<file path="src/rtl/turnrule_pkg.sv">
package turnrule_pkg;

    typedef enum logic {
        CRN_NE = 1'b0,
        CRN_NW = 1'b1
    } corner_e;

    localparam int TURN_BITS = 8;

    // Turn bit positions in the disallow mask
    localparam int T_N2E = 0;
    localparam int T_E2N = 1;
    localparam int T_N2W = 2;
    localparam int T_W2N = 3;

    typedef struct packed {
        logic ne_n;
        logic ne_e;
        logic nw_n;
        logic nw_w;
    } chg_out_t;

    function automatic logic [TURN_BITS-1:0] corner_turns(corner_e c);
        logic [TURN_BITS-1:0] m;
        m = '0;
        if (c == CRN_NE) begin
            m[T_N2E] = 1'b1;
            m[T_E2N] = 1'b1;
        end else begin
            m[T_N2W] = 1'b1;
            m[T_W2N] = 1'b1;
        end
        return m;
    endfunction

    function automatic chg_out_t corner_send(corner_e c);
        chg_out_t s;
        s = '0;
        if (c == CRN_NE) begin
            s.ne_n = 1'b1;
            s.ne_e = 1'b1;
        end else begin
            s.nw_n = 1'b1;
            s.nw_w = 1'b1;
        end
        return s;
    endfunction

    function automatic corner_e other_corner(corner_e c);
        return (c == CRN_NE) ? CRN_NW : CRN_NE;
    endfunction

endpackage

</file>
<file path="src/rtl/crm_slot_seq.sv">
module crm_slot_seq #(
    parameter int N_ROUTERS = 9,
    parameter int SLOT_LEN  = 4,
    parameter int N_PASS    = 3,
    parameter int IDW       = 4
) (
    input  logic           clk,
    input  logic           rst,
    input  logic           start,
    output logic           busy,
    output logic [IDW-1:0] slot,
    output logic           slot_last,
    output logic           pass_end
);
    localparam int CW = (SLOT_LEN > 1) ? $clog2(SLOT_LEN) : 1;
    localparam int PW = (N_PASS > 1) ? $clog2(N_PASS) : 1;

    logic [CW-1:0] cyc;
    logic [PW-1:0] pass;

    assign slot_last = busy && (cyc == CW'(SLOT_LEN - 1));
    assign pass_end  = slot_last && (slot == IDW'(N_ROUTERS - 1));

    always_ff @(posedge clk) begin
        if (rst) begin
            busy <= 1'b0;
            cyc  <= '0;
            slot <= '0;
            pass <= '0;
        end else if (!busy) begin
            if (start) begin
                busy <= 1'b1;
                cyc  <= '0;
                slot <= '0;
                pass <= '0;
            end
        end else if (slot_last) begin
            cyc <= '0;
            if (pass_end) begin
                slot <= '0;
                if (pass == PW'(N_PASS - 1)) begin
                    busy <= 1'b0;
                end else begin
                    pass <= pass + 1'b1;
                end
            end else begin
                slot <= slot + 1'b1;
            end
        end else begin
            cyc <= cyc + 1'b1;
        end
    end
endmodule

</file>
<file path="src/rtl/crm_corner_check.sv">
module crm_corner_check (
    input  logic clk,
    input  logic rst,
    input  logic own,
    input  logic slot_last,
    input  logic flag_a,
    input  logic flag_b,
    output logic fail
);
    logic seen_a, seen_b;

    always_ff @(posedge clk) begin
        if (rst) begin
            seen_a <= 1'b0;
            seen_b <= 1'b0;
        end else if (own && !slot_last) begin
            seen_a <= seen_a | flag_a;
            seen_b <= seen_b | flag_b;
        end else begin
            seen_a <= 1'b0;
            seen_b <= 1'b0;
        end
    end

    assign fail = own && slot_last && !((seen_a | flag_a) && (seen_b | flag_b));
endmodule

</file>
<file path="src/rtl/crm_bcast.sv">
module crm_bcast
    import turnrule_pkg::*;
(
    input  logic     clk,
    input  logic     rst,
    input  logic     busy,
    input  logic     fixed,
    input  corner_e  corner,
    input  logic     lift,
    input  logic     ne_in,
    input  logic     nw_in,
    output logic     hit,
    output corner_e  target,
    output chg_out_t send
);
    // North-east requests win when both arrive together
    assign target = ne_in ? CRN_NE : CRN_NW;
    assign hit    = busy && !fixed && !lift && (ne_in || nw_in) && (target != corner);

    always_ff @(posedge clk) begin
        if (rst) begin
            send <= '0;
        end else if (busy && lift) begin
            send <= corner_send(other_corner(corner));
        end else if (hit) begin
            send <= corner_send(target);
        end else begin
            send <= '0;
        end
    end
endmodule

</file>
<file path="src/rtl/corner_rule_mgr.sv">
module corner_rule_mgr
    import turnrule_pkg::*;
#(
    parameter int N_ROUTERS = 9,
    parameter int SLOT_LEN  = 4,
    parameter int N_PASS    = 3
) (
    input  logic                         clk,
    input  logic                         rst,
    input  logic                         run_start,
    input  logic [$clog2(N_ROUTERS)-1:0] my_id,
    input  logic                         leg_a_flag,
    input  logic                         leg_b_flag,
    input  logic                         ne_from_s,
    input  logic                         ne_from_w,
    input  logic                         nw_from_s,
    input  logic                         nw_from_e,
    output logic [7:0]                   turn_block,
    output logic                         rule_fixed,
    output logic                         run_busy,
    output logic                         ne_to_n,
    output logic                         ne_to_e,
    output logic                         nw_to_n,
    output logic                         nw_to_w
);
    localparam int IDW = $clog2(N_ROUTERS);

    logic           busy, slot_last, pass_end, own, fail, lift, hit;
    logic [IDW-1:0] slot;
    corner_e        corner, target;
    logic           imposed, modified, mod_nxt;
    chg_out_t       send;

    crm_slot_seq #(
        .N_ROUTERS(N_ROUTERS), .SLOT_LEN(SLOT_LEN), .N_PASS(N_PASS), .IDW(IDW)
    ) u_seq (
        .clk(clk), .rst(rst), .start(run_start), .busy(busy),
        .slot(slot), .slot_last(slot_last), .pass_end(pass_end)
    );

    assign own = busy && (slot == my_id);

    crm_corner_check u_chk (
        .clk(clk), .rst(rst), .own(own), .slot_last(slot_last),
        .flag_a(leg_a_flag), .flag_b(leg_b_flag), .fail(fail)
    );

    assign lift = fail && imposed && !rule_fixed;

    crm_bcast u_bc (
        .clk(clk), .rst(rst), .busy(busy), .fixed(rule_fixed), .corner(corner),
        .lift(lift), .ne_in(ne_from_s | ne_from_w), .nw_in(nw_from_s | nw_from_e),
        .hit(hit), .target(target), .send(send)
    );

    assign mod_nxt = modified | lift | hit;

    always_ff @(posedge clk) begin
        if (rst) begin
            corner     <= CRN_NE;
            imposed    <= 1'b1;
            rule_fixed <= 1'b0;
            modified   <= 1'b0;
        end else if (!busy) begin
            if (run_start) begin
                corner     <= CRN_NE;
                imposed    <= 1'b1;
                rule_fixed <= 1'b0;
                modified   <= 1'b0;
            end
        end else begin
            if (lift) begin
                imposed <= 1'b0;
            end else if (hit) begin
                corner  <= target;
                imposed <= 1'b1;
            end
            if (pass_end) begin
                rule_fixed <= rule_fixed | ~mod_nxt;
                modified   <= 1'b0;
            end else begin
                modified <= mod_nxt;
            end
        end
    end

    assign turn_block = imposed ? corner_turns(corner) : '0;
    assign run_busy   = busy;
    assign ne_to_n    = send.ne_n;
    assign ne_to_e    = send.ne_e;
    assign nw_to_n    = send.nw_n;
    assign nw_to_w    = send.nw_w;
endmodule

</file>
<file path="config.mk">
export PLATFORM = sky130hd
export DESIGN_NAME = corner_rule_mgr
export DESIGN_NICKNAME = d
export VERILOG_FILES = /design/src/rtl/turnrule_pkg.sv /design/src/rtl/crm_slot_seq.sv /design/src/rtl/crm_corner_check.sv /design/src/rtl/crm_bcast.sv /design/src/rtl/corner_rule_mgr.sv
export SDC_FILE = /design/constraint.sdc
export NUM_CORES = 1
export LEC_CHECK = 0
export BUFFER_PORTS_ARGS = -buffer_cell sky130_fd_sc_hd__buf_2
export CAP_MARGIN = 20
export CORE_MARGIN = 5
export CORE_UTILIZATION = 35
export DETAILED_ROUTE_END_ITERATION = 7
export GPL_ROUTABILITY_DRIVEN = 1
export SLEW_MARGIN = 10
export SYNTH_ARGS = -nofsm -noshare
export SYNTH_HDL_FRONTEND = slang
export SYNTH_SLANG_ARGS = --single-unit
</file>
<file path="constraint.sdc">
create_clock -name clk -period 1.71 [get_ports clk]
set_clock_uncertainty 0.15 [all_clocks]
set_input_delay 0.342 -clock clk [delete_from_list [all_inputs] [get_ports clk]]
set_output_delay 0.342 -clock clk [all_outputs]
set_load 0.1 [all_outputs]
</file>
=== Word level (Yosys, flattened, before mapping) ===
Index checks and enable logic that the tools add are counted.
Widths: inputs -> output; s select.

* Memories kept: 0
* Latch bits: 0
* Memory bits (writable): 0
* Logic and storage cells: 99
* Input port bits: 13
* Output and inout port bits: 14
* Flip-flop bits (word level): 19
* Bits in read-only memories: 0

* Divide/modulo/power cells: 0
* Reductions and logical operators: 26
* Mux-type cells: 36
* Bitwise logic cells: 9
* Order comparisons: 0
* $mul: 0
* Equality and inequality tests: 11
* Shifts and indexed selects: 0
* Add/subtract/negate cells: 3

{| class="wikitable"
|+ Operators by type and width
! cell !! number
|-
| $mux 4 || 7
|-
| $mux 2 || 11
|-
| $mux 1 || 18
|-
| $logic_and 1x1->1 || 14
|-
| $ne 2x2->1 const B || 4
|-
| $or 1x1->1 || 7
|-
| $reduce_and 2->1 || 3
|-
| $add 2x1->2 const B || 2
|-
| $add 4x1->4 const B || 1
|-
| $eq 2x2->1 const B || 2
|-
| $eq 4x4->1 || 1
|-
| $eq 4x4->1 const B || 1
|-
| $logic_not 1->1 || 4
|-
| $reduce_and 4->1 || 1
|-
| $ne 3x3->1 const B || 1
|-
| $reduce_and 3->1 || 1
|-
| $ne 2x1->1 const B || 1
|-
| $not 1->1 || 2
|-
| $reduce_bool 2->1 || 1
|-
| $reduce_or 2->1 || 1
|-
| $logic_or 1x1->1 || 1
|-
| $ne 1x1->1 || 1
|}

=== Logic depth before layout (Yosys ltp) ===
* Word-level depth: 15
* Mapped depth: 7
* Gate-level depth less buffers: 6

=== Cells and area by module ===
From an unflattened synthesis, not the netlist that was laid out.

* Cells, all modules: 114
* Area, all modules: 979.7 um2

{| class="wikitable"
|+ Modules (own cells, without submodules)
! module !! instances !! area each (um2) !! sequential area each (um2) !! cells each
|-
| crm_slot_seq || 1 || 457.9 || 180.2 || 51
|-
| corner_rule_mgr || 1 || 311.5 || 80.1 || 40
|-
| crm_bcast || 1 || 136.4 || 40.0 || 15
|-
| crm_corner_check || 1 || 73.8 || 40.0 || 8
|}

=== Worst setup path before layout ===
No wires, ideal clock.

* Path type: reg2out
* From: register imposed
* To: output port turn_block[1]
* Setup slack: -0.996 ns
* Required time: 1.218 ns
* Path buffers: 1
* Arrival time: 2.214 ns
* Stages on the path, launching flop included: 3
* Cell sequence: dfxtp_1 -> nor2b_1 -> buf_4

* Longest elaborated chain between the ends: 1

{| class="wikitable"
|+ Ends and longest elaborated chain
! item !! RTL line !! source
|-
| from (decl) || corner_rule_mgr.sv:31 || <nowiki>logic imposed, modified, mod_nxt;</nowiki>
|-
| from (signal assigned) || corner_rule_mgr.sv:61 || <nowiki>imposed <= 1'b1;</nowiki>
|-
| from (signal assigned) || corner_rule_mgr.sv:67 || <nowiki>imposed <= 1'b1;</nowiki>
|-
| from (signal assigned) || corner_rule_mgr.sv:73 || <nowiki>imposed <= 1'b0;</nowiki>
|-
| $mux 4 || corner_rule_mgr.sv:87 || <nowiki>assign turn_block = imposed ? corner_turns(corner) : '0;</nowiki>
|-
| to (decl) || corner_rule_mgr.sv:18 || <nowiki>output logic [7:0] turn_block,</nowiki>
|}

Every way passes these cells.

=== Worst setup path after layout ===
* From: register u_seq.cyc[0]
* To: register u_seq.pass[0]

* Longest elaborated chain between the ends: 5
* Elaborated cells on any way between the ends: 6
* Classes of those cells: eq/ne (3); reduce/logical (3)

{| class="wikitable"
|+ Ends and longest elaborated chain
! item !! RTL line !! source
|-
| from (decl) || crm_slot_seq.sv:18 || <nowiki>logic [CW-1:0] cyc;</nowiki>
|-
| from (signal assigned) || crm_slot_seq.sv:50 || <nowiki>cyc <= cyc + 1'b1;</nowiki>
|-
| $eq 2x2->1 * || crm_slot_seq.sv:21 || <nowiki>assign slot_last = busy && (cyc == CW'(SLOT_LEN - 1));</nowiki>
|-
| $logic_and 1x1->1 * || crm_slot_seq.sv:21 ||
|-
| $logic_and 1x1->1 || crm_slot_seq.sv:22 || <nowiki>assign pass_end = slot_last && (slot == IDW'(N_ROUTERS - 1));</nowiki>
|-
| $ne 2x2->1 (no line) || -- ||
|-
| $reduce_and 4->1 (no line) * || -- ||
|-
| to (signal assigned) || crm_slot_seq.sv:44 || <nowiki>pass <= pass + 1'b1;</nowiki>
|-
| to (decl) || crm_slot_seq.sv:19 || <nowiki>logic [PW-1:0] pass;</nowiki>
|}

Every way passes the cells marked *; elsewhere a longest branch is shown, timed or not.
A chain may end at the register's enable or synchronous reset.

==> impl_metrics.toml <==
[status]
status = "finished with violations"
violations = "setup timing"

[critical_path]
start_kind = "register"
cp_max_fo = 5
cp-end-kind = "register"
rr_endpoint = "u_seq.pass[0]"
reg2reg_depth = 6
arrival_ps = 1850
ff2ff_setup_slack_ps = -60
cp_data_required_time_ps = 1790
criticalPathCategory = "register to register"
r2r_start = "u_seq.cyc[0]"

[yosys]
yosys.area.top_type = "dfxtp_1"
synth_seq_cells = 17
synth_seq_area_share = 0.359
synth_top_area_share = 0.359
netlist_area_sq_um = 948
synthTopCellsByCount = "dfxtp_1, a21oi_1, nor2_1"
synth_cell_type_count = 34
yosys_warnings = 0
syn_avg_cell_area_sq_um = 8.32
synth_area_leaders = "dfxtp_1, buf_4, ha_1"
ys_async_sr_fraction = 0
synth_cells = 114
synth-edff-count = 0
post-synth-top-count-cell = "dfxtp_1"
ys.flop_type = "dfxtp_1"

[detailed_routing]
wl_per_cell_um = 13.4
viasPerCell = 5.10
drt_iter0_markers = 15
drc = 0
dr.pass1.iters = 4
routed_wl_mm = 2.32
vias = 887
ant_nets = 0

[timing]
setup_viol = 2
finalSetupTns_ps = -110
period_needed_ps = 1770
min_period_over_period = 1.03
fin_ws_ps = -57.2
max_freq_mhz = 566
finalHoldViolations = 0
rsz0062_at_grt = "true"
slew_viol_final = 0

[global_routing]
grt_overflow_total = 0
top_usage_layer = "met2"
met3_usage = 0.0434
gr-usage-all-layers = 0.131
met2_usage = 0.214
grt_pass1_wl_mm = 3.62
grt_pass1_vias = 812
met1_usage = 0.156
antenna_found_initial = 0
grt_max_degree = 15

[die]
row_count = 18
initial_core_util = 0.373
fp.dieH_um = 62.1
ios = 27
coreArea_sq_mm = 0.00254
dieArea_sq_mm = 0.00385
dieWidth_um = 62.1

[min_path]
min_path_type = "primary input to register"
whs_endpoint = "u_chk.seen_a"
holdPathStages = 3
hp-start = "leg_a_flag"

[clock_network]
clock-sinks = 17
cts_hold_buf = 0
root_buffer = "clkbuf_4"
cts_htree_levels = 1
cts_tree = "done"
cts_buffer_depth = 2
clk_pin_slew_ps = 100
cts_made_buffers = 3
insertion_delay_ps = 290

[placement]
placed_cell_area_sq_mm = 0.00122
io_buffers = 22
gp_congestion = 0.800
dpl.hpwl_mm = 1.81

[cells_and_area]
area_growth_pct = 36.3
drive_gt1_frac = 0.417
multi_input_area_sq_um = 578
antenna_cells = 0
seq_area_sq_um = 354
fillers = 252
fin_util = 0.508
nets = 162
fin_area_sq_mm = 0.00129

[pwr]
cellLeakagePower_nw = 0.516
powerDensity_mw_per_mm2 = 590
peakVddDrop_mv = 0.503

[flow_run]
maxCapViolations = 0
[state kept, by name, indices dropped and copies added (netlist names)]
register,cells
corner,1
imposed,1
modified,1
rule_fixed,1
u_bc.send,2
u_chk.seen_a,1
u_chk.seen_b,1
u_seq.busy,1
u_seq.cyc,2
u_seq.pass,2
u_seq.slot,4
[cells by family (layout without fill, tap and decap cells)]
kind of cell	after synthesis	count (layout)	share of synthesized area
fa+ha+maj	4	4	0.0528
flops	17	17	0.359
other cells	1	4	0.00395
xor+xnor	5	5	0.0462
mux	1	1	0.0106
buf+inv	18	45	0.106
simple gates	44	44	0.257
compound gates	24	24	0.165
[cell usage in the layout (no fill, tap or decap), types with 2 or more instances in the layout]
cell and instances:
and2_1 2, a21oi_1 8, dfxtp_1 8, dfxtp_2 8
clkbuf_4 3, o211ai_1 3, nor2_1 9, o21ai_0 3
nor3_1 5, or3_1 2, inv_2 2, a211oi_1 3
buf_12 4, conb_1 4, nor3b_1 2, inv_1 4
or3_4 2, nand4b_1 2, buf_4 13, ha_1 2
nand2b_1 4, buf_2 17, xnor2_1 5, o2111ai_1 2
nand2_1 5, ha_4 2
[power breakdown]
group	internal (W)	switching [W]	total [W]
Sequential	0.000401	0.00000622	0.000407
Combinational	0.0000388	0.0000980	0.000137
Clock	0.0000909	0.000128	0.000218
Total	0.000531	0.000232	0.000763
[layout make-up]
cell class | instances | area share
clock buffers | 4 | 0.0203
repair buffers | 35 | 0.212
flip-flops and latches | 17 | 0.274
inverters | 6 | 0.0174
multi-input cells | 82 | 0.447
well taps | 30 | 0.0290
[per-layer routing]
metal  share of wire  up-vias
met5               0        -
met1            0.44      416
met2            0.48       22
met3           0.061        2
li1                -      447
met4           0.012        0
[critical path, cell delays in order, from the launching register on]
cell	delay, ps
dfxtp_2	360
ha_4	170
nand2_4	50
or3_4	380
buf_6	140
or3_4	320
a21oi_2	140
[how the worst max path moves through the flow]
stage,from,endpoint,slack [ps],cells past startpoint
2_1_floorplan,u_seq.busy,u_seq.pass[1],-150,5
3_3_place_gp,u_seq.cyc[0],u_seq.pass[1],-40,5
3_5_place_dp,u_seq.cyc[0],u_seq.pass[1],-110,5
4_1_cts,u_seq.cyc[1],u_seq.pass[1],-40,5
5_1_grt,u_seq.cyc[0],u_seq.pass[0],-120,6
6_report,u_seq.cyc[0],u_seq.pass[0],-60,6
[timing repair]
item	CTS	global route
buffers inserted	0	1
setup endpoints to repair	7	4
gates resized for setup	6	4
gates cloned	0	0
pin swaps	4	2
[through the flow]
| stage | cells | setup WS, ps | power [W] | hold WS, ps |
|---|---|---|---|---|
| finish | 174 | -57.2 | 0.000763 | 134 |
| global route | 174 | -125 | 0.000801 | 149 |
| CTS | 173 | -44.9 | 0.000771 | 134 |
| detailed placement | 169 | -106 | 0.000550 | 317 |
| global placement | 169 | -35.9 | 0.000548 | 304 |
| floorplan | 117 | -149 | 0.000519 | 286 |
(Power assumes the default switching activity.)
